**src/rtl/iack_pkg.sv**
```systemverilog
package iack_pkg;
  typedef enum logic [2:0] {
    ST_IDLE      = 3'd0,
    ST_DRIVE     = 3'd1,
    ST_REL_DATA  = 3'd2,
    ST_NEG_ACK   = 3'd3,
    ST_FLOAT_ACK = 3'd4
  } resp_state_e;
endpackage

```
**src/rtl/iack_sync.sv**
```systemverilog
module iack_sync #(
  parameter int WIDTH   = 2,
  parameter int STAGES  = 2,
  parameter bit RST_VAL = 1'b1
) (
  input  logic             clk,
  input  logic             rst,
  input  logic [WIDTH-1:0] async_in,
  output logic [WIDTH-1:0] sync_out
);
  for (genvar b = 0; b < WIDTH; b++) begin : g_bit
    logic [STAGES-1:0] chain_q;
    always_ff @(posedge clk) begin
      if (rst) chain_q <= {STAGES{RST_VAL}};
      else     chain_q <= {chain_q[STAGES-2:0], async_in[b]};
    end
    assign sync_out[b] = chain_q[STAGES-1];
  end
endmodule

```
**src/rtl/iack_vec_reg.sv**
```systemverilog
module iack_vec_reg #(
  parameter int             VEC_W   = 8,
  parameter logic [VEC_W-1:0] RST_VEC = 8'h0F
) (
  input  logic             clk,
  input  logic             rst,
  input  logic             wr_en,
  input  logic [VEC_W-1:0] wr_data,
  output logic [VEC_W-1:0] vec
);
  always_ff @(posedge clk) begin
    if (rst)        vec <= RST_VEC;
    else if (wr_en) vec <= wr_data;
  end
endmodule

```
**src/rtl/iack_seq_fsm.sv**
```systemverilog
module iack_seq_fsm
  import iack_pkg::*;
#(
  parameter int VEC_W = 8
) (
  input  logic             clk,
  input  logic             rst,
  input  logic             ack_act,
  input  logic             lds_act,
  input  logic [VEC_W-1:0] vec_in,
  output logic [VEC_W-1:0] data_out,
  output logic             data_oe,
  output logic             dtack_out,
  output logic             dtack_oe
);
  resp_state_e state_q, state_d;
  logic        armed_q;
  logic        both_act, both_idle, start;

  assign both_act  = ack_act & lds_act;
  assign both_idle = ~ack_act & ~lds_act;
  assign start     = (state_q == ST_IDLE) & both_act & armed_q;

  always_comb begin
    state_d = state_q;
    unique case (state_q)
      ST_IDLE:      if (start)     state_d = ST_DRIVE;
      ST_DRIVE:     if (!both_act) state_d = ST_REL_DATA;
      ST_REL_DATA:                 state_d = ST_NEG_ACK;
      ST_NEG_ACK:                  state_d = ST_FLOAT_ACK;
      ST_FLOAT_ACK:                state_d = ST_IDLE;
      default:                     state_d = ST_IDLE;
    endcase
  end

  always_ff @(posedge clk) begin
    if (rst) begin
      state_q <= ST_IDLE;
      armed_q <= 1'b0;
    end else begin
      state_q <= state_d;
      if (start)          armed_q <= 1'b0;
      else if (both_idle) armed_q <= 1'b1;
    end
  end

  // Outputs registered from the next-state decode so pads see clean edges.
  always_ff @(posedge clk) begin
    if (rst) begin
      data_out  <= '0;
      data_oe   <= 1'b0;
      dtack_out <= 1'b1;
      dtack_oe  <= 1'b0;
    end else begin
      if (start) data_out <= vec_in;
      data_oe   <= (state_d == ST_DRIVE);
      dtack_out <= !((state_d == ST_DRIVE) || (state_d == ST_REL_DATA));
      dtack_oe  <= (state_d == ST_DRIVE) || (state_d == ST_REL_DATA) ||
                   (state_d == ST_NEG_ACK);
    end
  end
endmodule

```
**src/rtl/iack_vector_responder.sv**
```systemverilog
module iack_vector_responder #(
  parameter int               VEC_W   = 8,
  parameter int               ADDR_W  = 23,
  parameter int               SYNC_N  = 2,
  parameter logic [VEC_W-1:0] RST_VEC = 8'h0F
) (
  input  logic              clk,
  input  logic              rst,
  input  logic              iack_n,
  input  logic              lds_n,
  input  logic              uds_n,
  input  logic              rw_n,
  input  logic [ADDR_W-1:0] addr,
  input  logic              vec_wr_en,
  input  logic [VEC_W-1:0]  vec_wr_data,
  output logic [VEC_W-1:0]  data_out,
  output logic              data_oe,
  output logic              dtack_out,
  output logic              dtack_oe
);
  localparam int STROBES = 2;

  logic [STROBES-1:0] strobe_sync_n;
  logic [VEC_W-1:0]   vec_cur;
  logic               unused_bus;

  assign unused_bus = ^{addr, uds_n, rw_n};

  iack_sync #(.WIDTH(STROBES), .STAGES(SYNC_N), .RST_VAL(1'b1)) sync_i (
    .clk      (clk),
    .rst      (rst),
    .async_in ({iack_n, lds_n}),
    .sync_out (strobe_sync_n)
  );

  iack_vec_reg #(.VEC_W(VEC_W), .RST_VEC(RST_VEC)) vreg_i (
    .clk     (clk),
    .rst     (rst),
    .wr_en   (vec_wr_en),
    .wr_data (vec_wr_data),
    .vec     (vec_cur)
  );

  iack_seq_fsm #(.VEC_W(VEC_W)) fsm_i (
    .clk       (clk),
    .rst       (rst),
    .ack_act   (~strobe_sync_n[1]),
    .lds_act   (~strobe_sync_n[0]),
    .vec_in    (vec_cur),
    .data_out  (data_out),
    .data_oe   (data_oe),
    .dtack_out (dtack_out),
    .dtack_oe  (dtack_oe)
  );
endmodule

```
**config.mk**
```make
export PLATFORM = sky130hd
export DESIGN_NAME = iack_vector_responder
export DESIGN_NICKNAME = d
export VERILOG_FILES = /design/src/rtl/iack_pkg.sv /design/src/rtl/iack_sync.sv /design/src/rtl/iack_vec_reg.sv /design/src/rtl/iack_seq_fsm.sv /design/src/rtl/iack_vector_responder.sv
export SDC_FILE = /design/constraint.sdc
export NUM_CORES = 1
export LEC_CHECK = 0
export ABC_AREA = 0
export BUFFER_PORTS_ARGS = -buffer_cell sky130_fd_sc_hd__buf_2
export CORE_MARGIN = 2
export CORE_UTILIZATION = 30
export DETAILED_ROUTE_END_ITERATION = 16
export GPL_ROUTABILITY_DRIVEN = 0
export PLACE_DENSITY_LB_ADDON = 0.05
export SLEW_MARGIN = 40
export SYNTH_ARGS = -nofsm -noshare
export SYNTH_HDL_FRONTEND = slang
export SYNTH_HIERARCHICAL = 1
export SYNTH_SLANG_ARGS = --single-unit
```
**constraint.sdc**
```tcl
create_clock -name clk -period 1.9 [get_ports clk]
set_clock_uncertainty 0.2 [all_clocks]
set_input_delay 0.19 -clock clk [delete_from_list [all_inputs] [get_ports clk]]
set_output_delay 0.19 -clock clk [all_outputs]
set_load 0.01 [all_outputs]
```
==> results of run 1 <==
registers in the layout, summed over array words and instances (netlist names):
signal / count
fsm_i/data_out: 8
vreg_i/vec: 8
sync_i/g_bit.chain_q: 4
fsm_i/state_q: 3
fsm_i/armed_q: 1
fsm_i/data_oe: 1
fsm_i/dtack_oe: 1
fsm_i/dtack_out: 1
worst paths after layout:
path,startpoint,endpoint,slack (ns),cells after the start
min,vec_wr_en,vreg_i/vec[3],0.09,3
max reg2reg,sync_i/g_bit[1].chain_q[1],fsm_i/data_out[3],0.48,5
min reg2reg,sync_i/g_bit[0].chain_q[0],sync_i/g_bit[0].chain_q[1],0.22,1
max,sync_i/g_bit[1].chain_q[1],fsm_i/data_out[3],0.48,5
power groups by stage:
stage	sequential (µW)	clock [µW]	combinational, µW
2_1_floorplan	604	0	49.3
3_3_place_gp	605	0	64.3
4_1_cts	593	265	81.4
5_1_grt	596	297	90.1
3_5_place_dp	605	0	66.0
6_report	592	244	80.2
metal layers:
| metal | up-vias | wire [µm] | global-route usage, % |
|---|---|---|---|
| met1 | 328 | 854 | 12.5 |
| met4 | 0 | 19 | 5.83 |
| li1 | 390 | - | - |
| met3 | 2 | 55 | 2.34 |
| met5 | - | 0 | 0 |
| met2 | 12 | 805 | 17.2 |
cells by family (layout without fill, tap and decap cells):
group           after synthesis  count (layout)  share of synthesized area (%)
compound gates                8               8                           5.78
buf+inv                      10              41                           5.78
mux                          13              13                           12.5
flops                        27              27                           52.0
simple gates                 42              42                           23.9
metrics by stage:
step | utilization, % | cell area (µm²) | total power, µW
floorplan | - | 1040 | 653
global placement | 35.1 | 1170 | 669
detailed placement | 35.1 | 1170 | 671
CTS | 38.9 | 1300 | 940
global route | 38.9 | 1300 | 983
finish | 38.9 | 1300 | 916
worst min-delay path, stage by stage:
cell and delay, ns:
buf_2 0.19, nor2b_2 0.13, a211o_1 0.09
cell type report:
class                   count  share of cell area, %
multi-input cells          63                   33.8
clock buffers               3                   1.74
well taps                  46                   4.44
inverters                   3                  0.868
flip-flops and latches     27                   41.7
clock inverters             1                  0.386
repair buffers             34                   17.2
synth_stat cells:
cell	n	area (µm²)
nor4_2	1	12.5
buf_6	2	22.5
nand2b_1	17	106
nor2_1	8	30.0
mux2i_1	13	130
nand3_2	1	10.0
clkbuf_1	3	11.3
nand2_1	2	7.51
o211ai_1	1	7.51
nor4_1	1	6.26
inv_1	3	11.3
nor2b_2	2	17.5
or2_1	4	25.0
nor2b_1	2	12.5
dfxtp_1	27	541
nor3_1	3	15.0
a21oi_1	3	15.0
nand3_1	1	5.00
a211o_2	2	20.0
buf_4	2	15.0
a211o_1	2	17.5
timing repair:
action	CTS	global route
gates resized for setup	0	0
hold buffers	10	0
hold endpoints to repair	10	0
==> results.py, run 1 <==
metrics = {
    "status": {
        "outcome": "complete, no violations",
    },
    "finish": {
        "multi_input_area_um2": 438,
        "final_common_cell": "dfxtp_1",
        "area_growth_pct": 24.9,
        "fin_nets": 170,
        "antenna_cells": 0,
        "drive_gt1_share_pct": 26.0,
        "finalNonFillerCells": 177,
        "final_cell_mix": "dfxtp_1 (27), buf_2 (23), nand2b_1 (17)",
        "seq_area_um2": 541,
        "fill_cells": 352,
    },
    "cts": {
        "root_buffer": "clkbuf_4",
        "cts_setup_buffers": 0,
        "clk_pin_slew_ns": 0.14,
        "cts.sinks": 27,
        "clk_path_buf_depth": 2,
        "insertion_delay_ns": 0.32,
        "cts_tree": "built",
        "cts_inserted_buffers": 3,
        "htree_levels": 1,
    },
    "timing": {
        "holdWs_ns": 0.0941,
        "rsz0062_at_grt": "false",
        "max_slew_margin_pct": 67.9,
        "slew_violations": 0,
        "fin_crit_ns": 1.42,
        "max_freq_mhz": 706,
        "worst_pin_slew_ns": 0.482,
        "worst_slack_ns": 0.484,
        "tns_ns": 0,
        "setup_viol": 0,
        "hold_violations": 0,
        "post-route-period-util_pct": 74.5,
    },
    "pwr": {
        "ir_worst_vdd_mv": 0.268,
        "p_seq_share_pct": 64.6,
        "combPwrFrac_pct": 8.8,
        "power_switching_uw": 205,
        "leakagePower_uw": 0.000548,
        "power.internal_uw": 711,
        "p_per_area_nw_per_um2": 706,
        "switching_share_pct": 22.4,
        "p_clk_share_pct": 26.6,
    },
    "die": {
        "io_pins": 49,
        "die_width_um": 62.8,
        "die_h_um": 62.8,
        "initial_core_util_pct": 31.1,
        "die_area_um2": 3950,
        "core-area_um2": 3340,
        "num_rows": 21,
    },
    "global_routing": {
        "gr-usage-all-layers_pct": 10.4,
        "grt_pass1_wl_um": 3280,
        "grt_pass1_vias": 735,
        "antenna_found_initial": 0,
        "grt_remaining_overflow": 0,
        "grt_max_degree": 34,
    },
    "yosys": {
        "syn_inst": 100,
        "syn_area_per_cell_um2": 10.4,
        "seq_area_frac_synth_pct": 52.0,
        "syn_nets": 138,
        "ys.warnings.count": 6,
        "ys_types": 21,
        "synthesis.area_um2": 1040,
        "ys_ff_latch": 27,
    },
    "placed_design": {
        "placed_cells": 163,
        "portBuffers": 23,
        "hpwlAfterDp_um": 1140,
        "preCtsSetupSlack_ns": 0.512,
    },
    "run": {
        "maxCapViolCount": 0,
    },
    "worst_setup_path": {
        "start_kind": "flip-flop",
        "crit_path_end_kind": "flip-flop",
        "cp_cell_sequence": "inv_1, nand3_2, nor4_2, buf_4, mux2i_1",
        "cp_num_buf_inv": 2,
        "critPathMaxStageDelay_ns": 0.32,
        "critPathKind": "flip-flop to flip-flop",
        "cp.required_ns": 1.96,
        "crit_fanout": 9,
        "cp_top_family": "buffers and inverters",
        "arrival_ns": 1.48,
        "crit_path_top_delay_cell": "dfxtp_1",
    },
    "routing": {
        "drt_wl_total_um": 1730,
        "via_per_inst": 4.14,
        "wl_per_cell_um": 9.80,
        "route.detailed.drc": 0,
        "drt_iter0_markers": 73,
        "antenna_left": 0,
        "vias": 732,
        "drt_first_pass_iters": 3,
    },
    "min_path": {
        "hold_path.class": "input port to flip-flop",
    },
}
Power figures use the tool's default switching activity.
==> run 2, diff against run 1 <==
- clock period: 1.9 -> 1.3 ns (I/O delays scaled with it)
==> run 2 against run 1 <==
Die area stayed put. Combinational power is 61% higher. Hold slack worse by 0.055 ns. First-iteration DRC count is 71% lower. Non-clock buffer count is 7 higher. Count of clock-buffer cells in the layout is 1 higher. Critical path depth is 2 lower. Critical path type unchanged. Via count is 4.6% higher. Register-to-register slack worse by 0.47 ns. Design area is 6.3% higher. Critical endpoint is now fsm_i/data_out[6]. Flip-flop and latch count stayed put.
==> results.py, run 2 (synthesis results as in run 1) <==
metrics = {
    "worst_setup_path": {
        "rrSetupSlack_ns": 0.01,
        "crit_path_end_kind": "flip-flop",
        "reg2reg_to": "fsm_i/data_out[6]",
        "critPathKind": "flip-flop to flip-flop",
        "crit_fanout": 4,
        "rr_worst_depth": 3,
        "start_kind": "flip-flop",
        "reg2reg_from": "fsm_i/state_q[0]",
        "cp.required_ns": 1.36,
        "arrival_ns": 1.35,
    },
    "pwr": {
        "ir_worst_vdd_mv": 0.338,
        "p_per_area_nw_per_um2": 977,
        "leakagePower_uw": 0.000578,
    },
    "routing": {
        "via_per_inst": 4.16,
        "vias": 766,
        "drt_iter0_markers": 21,
        "route.detailed.drc": 0,
        "antenna_left": 0,
        "drt_wl_total_um": 1730,
        "drt_first_pass_iters": 4,
        "wl_per_cell_um": 9.42,
    },
    "die": {
        "die_width_um": 62.8,
        "core-area_um2": 3340,
        "initial_core_util_pct": 31.1,
        "io_pins": 49,
        "num_rows": 21,
        "die_area_um2": 3950,
        "die_h_um": 62.8,
    },
    "cts": {
        "htree_levels": 1,
        "clk_path_buf_depth": 2,
        "clk_pin_slew_ns": 0.13,
        "cts_tree": "built",
        "cts_inserted_buffers": 3,
        "root_buffer": "clkbuf_4",
        "insertion_delay_ns": 0.32,
        "cts.sinks": 27,
        "cts_setup_buffers": 0,
    },
    "timing": {
        "holdWs_ns": 0.0391,
        "setup_viol": 0,
        "slew_violations": 0,
        "tns_ns": 0,
        "max_slew_margin_pct": 68.8,
        "fin_crit_ns": 1.29,
        "post-route-period-util_pct": 98.9,
        "hold_violations": 0,
        "max_freq_mhz": 778,
        "rsz0062_at_grt": "true",
        "worst_pin_slew_ns": 0.469,
    },
    "finish": {
        "final_util_pct": 41.3,
        "fill_cells": 348,
        "multi_input_area_um2": 454,
        "seq_area_um2": 546,
        "fin_nets": 177,
        "largest_registers": "fsm_i/data_out x8, vreg_i/vec x8, sync_i/g_bit.chain_q x4",
        "finalNonFillerCells": 184,
        "final_cell_mix": "dfxtp_1 (23), buf_2 (23), nand2b_1 (17)",
        "antenna_cells": 0,
        "drive_gt1_share_pct": 33.3,
        "design_area_um2": 1380,
        "area_growth_pct": 32.8,
    },
    "global_routing": {
        "grt_max_degree": 34,
        "antenna_found_initial": 0,
        "gr-usage-all-layers_pct": 9.26,
        "grt_remaining_overflow": 0,
        "grt_pass1_wl_um": 2920,
        "grt_pass1_vias": 698,
    },
    "placed_design": {
        "portBuffers": 23,
        "placed_cells": 170,
        "place_area_um2": 1240,
        "hpwlAfterDp_um": 1180,
    },
    "min_path": {
        "hold_path.class": "input port to flip-flop",
        "worstHoldStart": "vec_wr_en",
        "hold-path-endpoint": "vreg_i/vec[2]",
        "whs_path_depth": 3,
    },
    "run": {
        "maxCapViolCount": 0,
    },
    "status": {
        "outcome": "complete, no violations",
    },
}
[run 2: changes by cell type in the layout (fill, tap and decap cells not counted), sizes merged]
cell,previous run,this run
buf,24,31
clkbuf,3,4
clkinv,1,0
[run 2: routing by layer]
metal / part of all wire (%) / global-route usage [%]
met5: 0 / 0
met4: 2.0 / 5.00
met3: 3.6 / 2.70
met2: 48 / 15.6
met1: 46 / 10.5
[run 2: worst max-delay path by stage]
stage / slack [ns] / from / cells after the start / end
4_1_cts: 0.006 / sync_i/g_bit[0].chain_q[1] / 5 / fsm_i/data_out[2]
6_report: 0.01 / fsm_i/state_q[0] / 3 / fsm_i/data_out[6]
5_1_grt: -0.05 / fsm_i/state_q[0] / 3 / fsm_i/data_out[5]
2_1_floorplan: -0.05 / sync_i/g_bit[0].chain_q[1] / 6 / fsm_i/data_out[0]
3_3_place_gp: -0.04 / fsm_i/armed_q / 4 / fsm_i/data_out[1]
3_5_place_dp: -0.04 / fsm_i/armed_q / 4 / fsm_i/data_out[1]
[run 2: cell type report]
type | count | area share, %
Sequential cell | 27 | 39.6
Multi-Input combinational cell | 63 | 32.9
Timing Repair Buffer | 41 | 20.2
Tap cell | 46 | 4.17
Clock buffer | 4 | 1.91
Inverter | 3 | 1.18
[run 2: metrics by stage]
step                total power [µW]  setup WS, ns
global placement                 990       -0.0398
detailed placement               993       -0.0382
floorplan                        961       -0.0535
finish                          1350        0.0147
global route                    1440       -0.0494
CTS                             1380       0.00601
[run 2: critical path: stages (launching register included)]
cell and delay [ns]:
dfxtp_2 0.36, nor4_4 0.30, buf_4 0.20, mux2i_1 0.17
[run 2: timing repair]
action / 4_1_cts / 5_1_grt
resized for setup: 3 / 2
setup endpoints to repair: 9 / 8
hold buffers: 10 / 0
endpoints found under the hold margin: 10 / 0
pin swaps: 1 / 0
[run 2: power breakdown]
part	leakage, µW	switching, µW	internal, µW
Clock	0.0000150	231	120
Sequential	0.000222	13.3	855
Combinational	0.000342	51.2	77.5
==> run 3, diff against run 2 <==
- GPL_ROUTABILITY_DRIVEN: 0 -> unset
- SYNTH_HIERARCHICAL: 1 -> unset
==> run 3 against run 2 <==
The flow now finishes with violations (negative setup slack). Hold slack gained 0.0037 ns. Non-clock buffer count decreased by 2. Flip-flop and latch count did not move. Design area decreased by 3.0%. Clock power barely moved. Sequential share of layout area rose by 1.2 points. Synthesized cell count fell by 5.0%. Critical path type unchanged. Largest power group unchanged.
==> results.py, run 3 <==
metrics = {
    "status": {
        "outcome": "complete, but fails checks",
        "violations": "negative setup slack",
    },
    "yosys": {
        "yosys.area.top_type": "dfxtp_1",
        "syn_nets": 133,
        "ys_types": 21,
        "yosys.area.top_type_share_pct": 54.1,
        "synth_commonest_cells": "dfxtp_1 (27), nand2b_1 (16), mux2i_1 (12)",
        "async_reset_ff_share_pct": 0,
        "yosys-top-cells-area": "dfxtp_1 (54%), mux2i_1 (12%), nand2b_1 (10%)",
        "syn_area_per_cell_um2": 10.5,
        "ys_ff_latch": 27,
        "seq_area_frac_synth_pct": 54.1,
        "synthFlopType": "dfxtp_1",
        "ys.warnings.count": 0,
        "synth_enable_flop_cells": 0,
        "synthesis.area_um2": 1000,
        "syn_inst": 95,
        "yosysMostFrequentCell": "dfxtp_1",
    },
    "pwr": {
        "leakagePower_uw": 0.000549,
        "switching_share_pct": 21.8,
        "p_seq_share_pct": 64.6,
        "combPwrFrac_pct": 9.1,
        "power.internal_uw": 1050,
        "p_per_area_nw_per_um2": 1000,
        "ir_worst_vdd_mv": 0.670,
        "power_switching_uw": 292,
        "p_clk_share_pct": 26.3,
    },
    "placed_design": {
        "hpwlAfterDp_um": 1170,
        "portBuffers": 23,
        "placed_cells": 162,
        "gp_congestion": 0.664,
        "place_area_um2": 1180,
    },
    "global_routing": {
        "gr-usage-all-layers_pct": 10.7,
        "antenna_found_initial": 0,
        "grt_pass1_wl_um": 2950,
        "grt_max_degree": 23,
        "grt_remaining_overflow": 0,
        "grt_pass1_vias": 687,
    },
    "worst_setup_path": {
        "startpoint": "sync_i.g_bit[1].chain_q[1]",
        "start_kind": "flip-flop",
        "cp_cell_sequence": "nor2_4, and4b_1, buf_6, mux2i_1",
        "critPathMaxStageDelay_ns": 0.37,
        "crit_fanout": 5,
        "rrSetupSlack_ns": -0.0007,
        "reg2reg_from": "sync_i.g_bit[1].chain_q[1]",
        "critPathKind": "flip-flop to flip-flop",
        "crit_path_end_kind": "flip-flop",
        "crit_path_top_delay_cell": "dfxtp_2",
        "crit_end": "fsm_i.data_out[5]",
        "cp.required_ns": 1.36,
        "arrival_ns": 1.36,
        "rr_worst_depth": 4,
        "reg2reg_to": "fsm_i.data_out[5]",
    },
    "timing": {
        "worst_pin_slew_ns": 0.269,
        "max_freq_mhz": 769,
        "hold_violations": 0,
        "post-route-period-util_pct": 100,
        "max_slew_margin_pct": 82.1,
        "worst_slack_ns": -0.000708,
        "holdWs_ns": 0.0428,
        "slew_violations": 0,
        "setup_viol": 1,
        "rsz0062_at_grt": "true",
        "fin_crit_ns": 1.30,
        "tns_ns": -0.000708,
    },
    "routing": {
        "route.detailed.drc": 0,
        "via_per_inst": 4.13,
        "wl_per_cell_um": 9.76,
        "drt_iter0_markers": 9,
        "drt_wl_total_um": 1730,
        "antenna_left": 0,
        "vias": 731,
        "drt_first_pass_iters": 4,
    },
    "cts": {
        "cts_inserted_buffers": 3,
        "cts_tree": "built",
        "htree_levels": 1,
        "cts.sinks": 27,
        "insertion_delay_ns": 0.32,
        "root_buffer": "clkbuf_4",
        "clk_pin_slew_ns": 0.14,
        "clk_path_buf_depth": 2,
    },
    "finish": {
        "largest_registers": "fsm_i.data_out x8, vreg_i.vec x8, sync_i.g_bit.chain_q x4",
        "drive_gt1_share_pct": 28.6,
        "final_util_pct": 43.1,
        "area_growth_pct": 33.8,
        "finalNonFillerCells": 177,
        "fin_nets": 172,
        "antenna_cells": 0,
        "design_area_um2": 1340,
        "fill_cells": 342,
        "final_cell_mix": "dfxtp_1 (23), buf_2 (23), nand2b_1 (16)",
    },
    "die": {
        "die_width_um": 61.7,
        "die_area_um2": 3810,
        "die_h_um": 61.7,
        "num_rows": 20,
        "io_pins": 49,
        "initial_core_util_pct": 32.2,
        "core-area_um2": 3100,
    },
    "min_path": {
        "hold_path.class": "input port to flip-flop",
    },
    "run": {
        "maxCapViolCount": 0,
    },
}
[run 3: cell count changes after synthesis, sizes merged]
cell	delta
nor4	-1
nand3	-2
buf	-1
o21ai	+2
a21oi	+1
and4b	+1
nand2b	-1
clkbuf	-1
o211ai	-1
mux2	+1
inv	-2
mux2i	-1
or4	+1
nor2	-1
[run 3: cells by family (layout without fill, tap and decap cells)]
family	after synthesis	after routing	share of synthesized area (%)
buffers and inverters	6	44	3.25
and+or+nand+nor	39	39	23.0
DFF	27	27	54.1
AOI/OAI and AO/OA	10	10	6.51
muxes	13	13	13.1
[run 3: stage by stage]
stage	worst slack [ns]	power [µW]
6_report	-0.000708	1340
5_1_grt	-0.113	1420
4_1_cts	-0.0187	1370
3_5_place_dp	0.0233	983
3_3_place_gp	0.0200	981
2_1_floorplan	0.0947	946
[run 3: how the worst min path moves through the flow]
stage	slack, ns	end	cells after the start	startpoint
6_report	0.04	vreg_i.vec[6]	3	vec_wr_en
5_1_grt	0.04	vreg_i.vec[6]	3	vec_wr_en
4_1_cts	0.04	vreg_i.vec[6]	3	vec_wr_en
3_5_place_dp	0.11	sync_i.g_bit[0].chain_q[0]	2	lds_n
3_3_place_gp	0.11	sync_i.g_bit[0].chain_q[0]	2	lds_n
2_1_floorplan	0.03	sync_i.g_bit[0].chain_q[0]	1	lds_n
[run 3: area by class of cell]
| cell class | instances | area (µm²) | area share (%) |
|---|---|---|---|
| Inverter | 1 | 3.75 | 0.281 |
| Tap cell | 44 | 55.1 | 4.12 |
| Multi-Input combinational cell | 62 | 437 | 32.6 |
| Timing Repair Buffer | 39 | 270 | 20.2 |
| Sequential cell | 27 | 546 | 40.8 |
| Clock buffer | 4 | 26.3 | 1.96 |
[run 3: power groups by stage]
stage / Sequential (µW) / Clock (µW) / Combinational, µW
2_1_floorplan: 883 / 0 / 62.7
3_3_place_gp: 884 / 0 / 96.3
3_5_place_dp: 885 / 0 / 97.9
4_1_cts: 867 / 376 / 123
5_1_grt: 872 / 411 / 136
6_report: 868 / 352 / 122
[run 3: routing by layer]
metal	wire length, µm	track usage, %	up-vias
met3	93	4.35	2
met5	0	0	-
met1	889	12.3	319
li1	-	-	391
met4	19	3.65	0
met2	726	18.0	19
[run 3: critical path: cells and delay by family (launching register included)]
| family | cells | cell delay, ns |
|---|---|---|
| AND/OR/NAND/NOR | 2 | 0.36 |
| buffers and inverters | 1 | 0.15 |
| multiplexers | 1 | 0.18 |
| flip-flops | 1 | 0.37 |
[run 3: what timing repair did]
item,CTS,global route
hold buffers,11,0
gates resized for setup,0,8
endpoints found under the hold margin,14,0
pin swaps,0,2
endpoints found under the setup margin,8,10
buffers inserted,0,0
